**src/rtl/chist_pkg.sv**
```systemverilog
package chist_pkg;
  localparam int NBINS = 9;
  localparam int BIN_W = 4;

  // true when an index selects one of the nine bins
  function automatic logic bin_legal(input logic [BIN_W-1:0] idx);
    return idx < BIN_W'(NBINS);
  endfunction

  // true when index idx selects bin b
  function automatic logic bin_hit(input logic [BIN_W-1:0] idx, input int b);
    return bin_legal(idx) && (idx == BIN_W'(b));
  endfunction
endpackage

```
**src/rtl/chist_row_fold.sv**
```systemverilog
module chist_row_fold
  import chist_pkg::*;
#(
  parameter int LANES = 8,
  parameter int MAG_W = 8,
  parameter int ACC_W = 14
) (
  input  logic [LANES-1:0][BIN_W-1:0] lane_idx,
  input  logic [LANES-1:0][MAG_W-1:0] lane_mag,
  output logic [NBINS-1:0][ACC_W-1:0] row_sum,
  output logic [LANES-1:0]            lane_drop
);
  // every lane is compared against every bin; the matching magnitudes are summed per bin
  always_comb begin
    for (int b = 0; b < NBINS; b++) begin
      row_sum[b] = '0;
      for (int l = 0; l < LANES; l++) begin
        if (bin_hit(lane_idx[l], b)) row_sum[b] = row_sum[b] + ACC_W'(lane_mag[l]);
      end
    end
  end

  generate
    for (genvar l = 0; l < LANES; l++) begin : g_drop
      assign lane_drop[l] = !bin_legal(lane_idx[l]);
    end
  endgenerate
endmodule

```
**src/rtl/chist_row_seq.sv**
```systemverilog
module chist_row_seq #(
  parameter int ROWS = 8
) (
  input  logic clk,
  input  logic rst,
  input  logic row_vld,
  output logic row_last,
  output logic cell_close
);
  localparam int CNT_W = (ROWS > 1) ? $clog2(ROWS) : 1;

  logic [CNT_W-1:0] row_cnt;

  assign row_last = row_vld && (row_cnt == CNT_W'(ROWS - 1));

  always_ff @(posedge clk) begin
    if (rst) begin
      row_cnt    <= '0;
      cell_close <= 1'b0;
    end else begin
      cell_close <= row_last;
      if (row_last)     row_cnt <= '0;
      else if (row_vld) row_cnt <= row_cnt + 1'b1;
    end
  end
endmodule

```
**src/rtl/chist_bin_bank.sv**
```systemverilog
module chist_bin_bank
  import chist_pkg::*;
#(
  parameter int ACC_W = 14
) (
  input  logic                        clk,
  input  logic                        rst,
  input  logic                        row_vld,
  input  logic                        reload,
  input  logic [NBINS-1:0][ACC_W-1:0] row_sum,
  output logic [NBINS-1:0][ACC_W-1:0] acc
);
  generate
    for (genvar b = 0; b < NBINS; b++) begin : g_bin
      always_ff @(posedge clk) begin
        if (rst)          acc[b] <= '0;
        else if (reload)  acc[b] <= row_vld ? row_sum[b] : '0;
        else if (row_vld) acc[b] <= acc[b] + row_sum[b];
      end
    end
  endgenerate
endmodule

```
**src/rtl/cell_hist_accum.sv**
```systemverilog
module cell_hist_accum
  import chist_pkg::*;
#(
  parameter int LANES = 8,
  parameter int ROWS  = 8,
  parameter int MAG_W = 8,
  localparam int ACC_W = MAG_W + $clog2(LANES * ROWS)
) (
  input  logic                    clk,
  input  logic                    rst,
  input  logic                    row_vld,
  input  logic [LANES*BIN_W-1:0]  row_bin,
  input  logic [LANES*MAG_W-1:0]  row_mag,
  output logic                    hist_vld,
  output logic [NBINS*ACC_W-1:0]  hist_bins
);
  logic [LANES-1:0][BIN_W-1:0] lane_idx;
  logic [LANES-1:0][MAG_W-1:0] lane_mag;
  logic [NBINS-1:0][ACC_W-1:0] row_sum;
  logic [NBINS-1:0][ACC_W-1:0] acc;
  logic [LANES-1:0]            lane_drop;
  logic                        row_last;
  logic                        cell_close;

  assign lane_idx = row_bin;
  assign lane_mag = row_mag;

  chist_row_fold #(.LANES(LANES), .MAG_W(MAG_W), .ACC_W(ACC_W)) i_fold (
    .lane_idx (lane_idx),
    .lane_mag (lane_mag),
    .row_sum  (row_sum),
    .lane_drop(lane_drop)
  );

  chist_row_seq #(.ROWS(ROWS)) i_seq (
    .clk       (clk),
    .rst       (rst),
    .row_vld   (row_vld),
    .row_last  (row_last),
    .cell_close(cell_close)
  );

  chist_bin_bank #(.ACC_W(ACC_W)) i_bank (
    .clk    (clk),
    .rst    (rst),
    .row_vld(row_vld),
    .reload (cell_close),
    .row_sum(row_sum),
    .acc    (acc)
  );

  assign hist_vld  = cell_close;
  assign hist_bins = acc;
endmodule

```
**config.mk**
```make
export PLATFORM = sky130hd
export DESIGN_NAME = cell_hist_accum
export DESIGN_NICKNAME = d
export VERILOG_FILES = /design/src/rtl/chist_pkg.sv /design/src/rtl/chist_row_fold.sv /design/src/rtl/chist_row_seq.sv /design/src/rtl/chist_bin_bank.sv /design/src/rtl/cell_hist_accum.sv
export SDC_FILE = /design/constraint.sdc
export NUM_CORES = 2
export LEC_CHECK = 0
export BUFFER_PORTS_ARGS = -buffer_cell sky130_fd_sc_hd__buf_4
export CAP_MARGIN = 40
export CORE_ASPECT_RATIO = 0.6
export CORE_MARGIN = 1
export CORE_UTILIZATION = 37
export DETAILED_ROUTE_END_ITERATION = 8
export GPL_TIMING_DRIVEN = 0
export HOLD_SLACK_MARGIN = 0.03
export MAX_ROUTING_LAYER = met4
export SYNTH_ARGS = -nofsm -noshare
export SYNTH_HDL_FRONTEND = slang
export SYNTH_SLANG_ARGS = --single-unit
```
**constraint.sdc**
```tcl
create_clock -name clk -period 15.97 [get_ports clk]
set_clock_uncertainty 0.2 [all_clocks]
set_input_delay 2.3955 -clock clk [delete_from_list [all_inputs] [get_ports clk]]
set_output_delay 2.3955 -clock clk [all_outputs]
set_load 0.05 [all_outputs]
```
=== Word-level counts from Yosys, hierarchy flattened ===
Cells that the tools add are included.

* $add $sub $neg: 73
* Magnitude comparators: 8
* Equality and inequality tests: 65
* Multiplexer cells: 99
* Reductions and logical operators: 83

{| class="wikitable"
|+ Operator list
! operator !! count
|-
| $mux W14 || 90
|-
| $add A14 B8 Y14 || 54
|-
| $eq A4 B3 Y1 const B || 32
|-
| $add A14 B14 Y14 || 9
|-
| $add A8 B8 Y9 || 9
|-
| $logic_and A1 B1 Y1 || 73
|-
| $mux W8 || 9
|-
| $eq A4 B2 Y1 const B || 16
|-
| $eq A4 B1 Y1 const B || 8
|-
| $eq A4 B4 Y1 const B || 8
|-
| $logic_not A4 Y1 || 8
|-
| $lt A4 B4 Y1 const B || 8
|-
| $add A3 B1 Y3 const B || 1
|-
| $eq A3 B3 Y1 const B || 1
|-
| $reduce_bool A2 Y1 || 1
|-
| $reduce_or A2 Y1 || 1
|}

* Register bits: 130
* Input port bits: 99
* Output and inout bits: 127
* Word-level logic and storage cells: 339

=== Depth between registers and ports, before layout ===
* Depth in word-level cells: 20
* Mapped depth: 57
* Depth with buffers taken out: 55

=== By module ===
Synthesis repeated with hierarchy kept, for this count alone.

* Cells, all modules: 5,472
* Area, all modules: 40,224.8 um2

{| class="wikitable"
|+ Modules (own cells, without submodules)
! module !! instances !! cells an instance !! area each (um2) !! seq. area each (um2)
|-
| chist_row_fold || 1 || 4,120 || 29,414.5 || 0.0
|-
| chist_bin_bank || 1 || 1,335 || 10,631.4 || 2,522.4
|-
| chist_row_seq || 1 || 17 || 178.9 || 80.1
|}

=== Worst setup path before layout ===
OpenSTA, ideal clock, no wires.

* Path type: input to register
* From: input row_bin[2]
* To: register i_bank.acc[82] (netlist bit)
* Library setup time: 132 ps
* Arrival: 11,736 ps
* Data required time: 15,638 ps
* Slack: 3,902 ps
* Cell stages on the path: 52
* Buffers on the path: 2
* Cells stage by stage: buf_4 -> nor4bb_4 -> buf_4 -> and2_1 -> ha_1 -> fa_1 -> maj3_1 -> nand3_1 -> nand3_2 -> xnor2_1 -> o21ai_0 -> ha_1 -> o21a_1 -> o31ai_2 -> a21oi_1 -> o21ba_2 -> ha_1 -> o21ai_0 -> (+16 left out) -> nor2b_1 -> xor2_1 -> nor2_1 -> a211oi_1 -> inv_1 -> ha_1 -> nor2b_1 -> o21ai_0 -> nor2_1 -> mux2_2 -> a32o_1 -> or2_2 -> ha_1 -> a21oi_1 -> o21ai_0 -> xor2_1 -> a21oi_1 -> a21oi_1

* Word-level cells in the longest chain between the ends: 20
* Elaborated cells on any way between the ends: 22
* Those cells by class: add/sub (8); order compare (1); eq/ne (1); mux (11); reduce/logical (1)

{| class="wikitable"
|+ RTL lines
! what !! RTL line !! source
|-
| start, declared || cell_hist_accum.sv:12 || <nowiki>input logic [LANES*BIN_W-1:0] row_bin,</nowiki>
|-
| $lt A4 B4 Y1 / $eq A4 B3 Y1 (equally long branches) || chist_pkg.sv:7, chist_pkg.sv:12 ||
|-
| $logic_and A1 B1 Y1 (*) || chist_pkg.sv:12 || <nowiki>return bin_legal(idx) && (idx == BIN_W'(b));</nowiki>
|-
| $mux W8 (*) || chist_row_fold.sv:18 || <nowiki>if (bin_hit(lane_idx[l], b)) row_sum[b] = row_sum[b] + ACC_W'(lane_mag[l]);</nowiki>
|-
| $add A8 B8 Y9 || chist_row_fold.sv:18 ||
|-
| $mux W14 (*) || chist_row_fold.sv:18 ||
|-
| $add A14 B8 Y14 || chist_row_fold.sv:18 ||
|-
| $mux W14 (*) || chist_row_fold.sv:18 ||
|-
| $add A14 B8 Y14 || chist_row_fold.sv:18 ||
|-
| (+4 left out) || -- ||
|-
| $mux W14 (*) || chist_row_fold.sv:18 ||
|-
| $add A14 B8 Y14 || chist_row_fold.sv:18 ||
|-
| $mux W14 (*) || chist_row_fold.sv:18 ||
|-
| $add A14 B8 Y14 || chist_row_fold.sv:18 ||
|-
| $mux W14 (*) || chist_row_fold.sv:18 ||
|-
| $add A14 B14 Y14 || chist_bin_bank.sv:18 || <nowiki>else if (row_vld) acc[b] <= acc[b] + row_sum[b];</nowiki>
|-
| $mux W14 || chist_bin_bank.sv:18 ||
|-
| $mux W14 (*) || chist_bin_bank.sv:17 || <nowiki>else if (reload) acc[b] <= row_vld ? row_sum[b] : '0;</nowiki>
|-
| end signal, assigned by index || chist_bin_bank.sv:17 ||
|-
| end signal, assigned by index || chist_bin_bank.sv:18 ||
|-
| end, declared || chist_bin_bank.sv:11 || <nowiki>output logic [NBINS-1:0][ACC_W-1:0] acc</nowiki>
|}

Every way passes the cells marked *; elsewhere a longest branch is shown, timed or not. The select of a mux whose other input is x is not followed.
A chain may end at the register's enable or synchronous reset.

=== Worst setup path after layout ===
* From: input row_bin[0]
* To: register i_bank.acc[41] (netlist bit)

* Word-level cells in the longest chain between the ends: 20
* Elaborated cells on any way between the ends: 22
* Those cells by class: add/sub (8); order compare (1); eq/ne (1); mux (11); reduce/logical (1)

{| class="wikitable"
|+ RTL lines
! what !! RTL line
|-
| $lt A4 B4 Y1 / $eq A4 B2 Y1 (equally long branches) || chist_pkg.sv:7, chist_pkg.sv:12
|-
| $logic_and A1 B1 Y1 (*) || chist_pkg.sv:12
|-
| $mux W8 (*) || chist_row_fold.sv:18
|-
| $add A8 B8 Y9 || chist_row_fold.sv:18
|-
| $mux W14 (*) || chist_row_fold.sv:18
|-
| $add A14 B8 Y14 || chist_row_fold.sv:18
|-
| $mux W14 (*) || chist_row_fold.sv:18
|-
| $add A14 B8 Y14 || chist_row_fold.sv:18
|-
| (+4 left out) || --
|-
| $mux W14 (*) || chist_row_fold.sv:18
|-
| $add A14 B8 Y14 || chist_row_fold.sv:18
|-
| $mux W14 (*) || chist_row_fold.sv:18
|-
| $add A14 B8 Y14 || chist_row_fold.sv:18
|-
| $mux W14 (*) || chist_row_fold.sv:18
|-
| $add A14 B14 Y14 || chist_bin_bank.sv:18
|-
| $mux W14 || chist_bin_bank.sv:18
|-
| $mux W14 (*) || chist_bin_bank.sv:17
|}

Marked as above.

==> results.json <==
{
  "cts_resized": 0,
  "met2_usage_pct": 40.0,
  "max_clock_freq_mhz": 74.5,
  "slowest_stage": "o41ai_1",
  "grt_most_used_layer": "met1",
  "gr-usage-met1_pct": 44.8,
  "rows": 95,
  "fin_area_um2": 47300,
  "cts_setup_buffers": 0,
  "power_mw": 2.28,
  "die_height_um": 264,
  "ioPinCount": 226,
  "synth_edf_count": 0,
  "drc": 0,
  "setup_violations": 0,
  "crit_buf_inv": 4,
  "yosysSeqAreaShare_pct": 6.13,
  "crit_top_cell": "ha_1",
  "routedWlPerCell_um": 22.8,
  "cp_data_arrival_time_ns": 13.58,
  "wl_um": 173000,
  "synthArstFlopShare_pct": 0,
  "final_max_slew_viol_count": 0,
  "dp_hpwl_um": 149000,
  "critPathCaptureType": "flop",
  "worstMarginPinSlew_ns": 1.04,
  "criticalPathCategory": "in2reg",
  "critPathMaxFanout": 10,
  "grt_pass1_vias": 42206,
  "syn-cell-area_um2": 42400,
  "cts_tree": "yes",
  "clock_sinks": 130,
  "dr.pass1.iters": 6,
  "synth_top_area_share_pct": 18.6,
  "placed_area_um2": 46700,
  "outcome": "finished clean",
  "powerDensity_nw_per_um2": 48.1,
  "final_cells": 7605,
  "cts-root-buf": "clkbuf_16",
  "peakVddDrop_mv": 0.0594,
  "gp_congestion": 1.05,
  "drtIter0Drc": 4917,
  "synth.distinct_cells": 121,
  "syn_nets": 6587,
  "vias_per_cell": 6.03,
  "min_period_ns": 13.42,
  "reg2reg_slack_ns": 12.30,
  "ant_nets": 0,
  "synthFlopType": "dfxtp_1",
  "grt_overflow": 0,
  "synth-warning-count": 0,
  "final_cell_mix": "632 x ha_1, 533 x nor2_1, 502 x a21oi_1",
  "drive_above_1_share_pct": 9.89,
  "cts_inserted_buffers": 17,
  "grt_usage_pct": 29.8,
  "htree_levels": 4,
  "final_common_cell": "ha_1",
  "grt_pass1_wl_um": 256000,
  "synth_top_area_cell": "ha_1",
  "cts.path.max_buffers": 2,
  "grt_max_degree": 19,
  "dp_cells": 7565,
  "initial_core_util_pct": 37.6,
  "critPathTopFamily": "compound AO/OA/AOI/OAI gates",
  "core-area_um2": 113000,
  "hold_buffers": 0,
  "synth.area.top_cells": "ha_1 19%, xnor2_1 6.2%, dfxtp_1 6.1%",
  "port_buffers": 208,
  "timing_hold_violations_final": 0,
  "die_area_um2": 116000,
  "clk_latency_ns": 0.48,
  "area_delta_synth_final_pct": 11.6,
  "rsz0062_at_grt": "no",
  "antenna_found_initial": 11,
  "die_w_um": 439,
  "avgSynthCellArea_um2": 7.33,
  "syn_inst": 5784,
  "p_leak_nw": 21.8,
  "fin_crit_sh_pct": 84.0,
  "slowest_delay_ns": 0.64,
  "relSlewSlack_pct": 30.9,
  "max_cap_violations": 0,
  "min_path_type": "reg2reg",
  "synth_seq_cells": 130,
  "vias": 45854,
  "cts.clk_slew.worst_paths_ns": 0.07,
  "finalSetupTns_ns": 0,
  "use_met3_pct": 7.38,
  "setup.worst_path.start_class": "primary input",
  "required_ns": 16.13,
  "num-nets-final": 6886
}
[worst min-delay path: cells and delay by family, from the launching register on]
kind               cells  cell delay (ns)
DFF                    1             0.33
and+or+nand+nor        1             0.06
AOI/OAI and AO/OA      1             0.05
[cells by family after synthesis]
| family | share of synthesized area, % |
|---|---|
| AOI/OAI and AO/OA | 29.3 |
| xor gates and xnor gates | 10.3 |
| adders and majority gates | 22.5 |
| buffers and inverters | 4.57 |
| DFF | 6.13 |
| muxes | 5.55 |
| and+or+nand+nor | 21.6 |
[per-stage QoR]
stage          worst slack (ns)  util, %  hold WS, ns
2_1_floorplan              3.90        -        0.263
3_3_place_gp               2.30     40.7        0.255
3_5_place_dp               2.22     41.4        0.267
4_1_cts                    2.72     41.9        0.278
5_1_grt                    1.71     42.0        0.304
6_report                   2.55     42.0        0.278
[Yosys cell counts, types with 49 or more instances]
| master | number |
|---|---|
| mux2i_1 | 84 |
| a211oi_1 | 94 |
| o21ai_0 | 392 |
| xnor2_1 | 300 |
| o21a_1 | 154 |
| fa_1 | 72 |
| clkbuf_1 | 140 |
| nand2b_1 | 73 |
| a21oi_1 | 502 |
| dfxtp_1 | 130 |
| nor2_1 | 533 |
| nand2_1 | 455 |
| and2_1 | 97 |
| o21bai_1 | 60 |
| o211ai_1 | 64 |
| and3_1 | 55 |
| a21o_1 | 165 |
| nor2b_1 | 147 |
| nand3_1 | 143 |
| xor2_1 | 143 |
| ha_1 | 632 |
| inv_1 | 313 |
| nor3_1 | 132 |
| a31oi_1 | 49 |
| mux2_2 | 132 |
[area by class of cell]
type,count,area [µm²]
Fill cell,11540,65500
Timing Repair Buffer,280,2430
Sequential cell,130,2600
Clock inverter,14,154
Multi-Input combinational cell,5155,37900
Inverter,315,1180
Buffer,184,757
Tap cell,1503,1880
Antenna cell,6,15.0
Clock buffer,18,429
[worst paths after layout]
kind	start	end	cells after the start
hold reg to reg	i_bank.acc[97]$_SDFFE_PP0P_	i_bank.acc[97]$_SDFFE_PP0P_	2
hold / removal	i_bank.acc[97]$_SDFFE_PP0P_	i_bank.acc[97]$_SDFFE_PP0P_	2
setup / recovery	row_bin[0]	i_bank.acc[41]$_SDFFE_PP0P_	49
setup reg to reg	i_bank.acc[14]$_SDFFE_PP0P_	i_bank.acc[26]$_SDFFE_PP0P_	15
[sequential cells by signal, summed over array words and instances (netlist names)]
| signal | cells |
|---|---|
| i_seq.cell_close | 1 |
| i_seq.row_cnt | 3 |
| i_bank.acc | 126 |
[routing by layer]
metal	vias to the layer above	wire length, µm
met5	-	0
met4	0	1700
met3	133	20800
met2	2035	66300
met1	21870	84300
li1	21816	-
[where the power goes]
part	switching (mW)	total [mW]	internal (mW)
logic	0.877	1.47	0.590
clock network	0.190	0.422	0.232
registers	0.0345	0.388	0.353
total	1.10	2.28	1.17
Note: power is estimated with default switching activity, not from simulation.
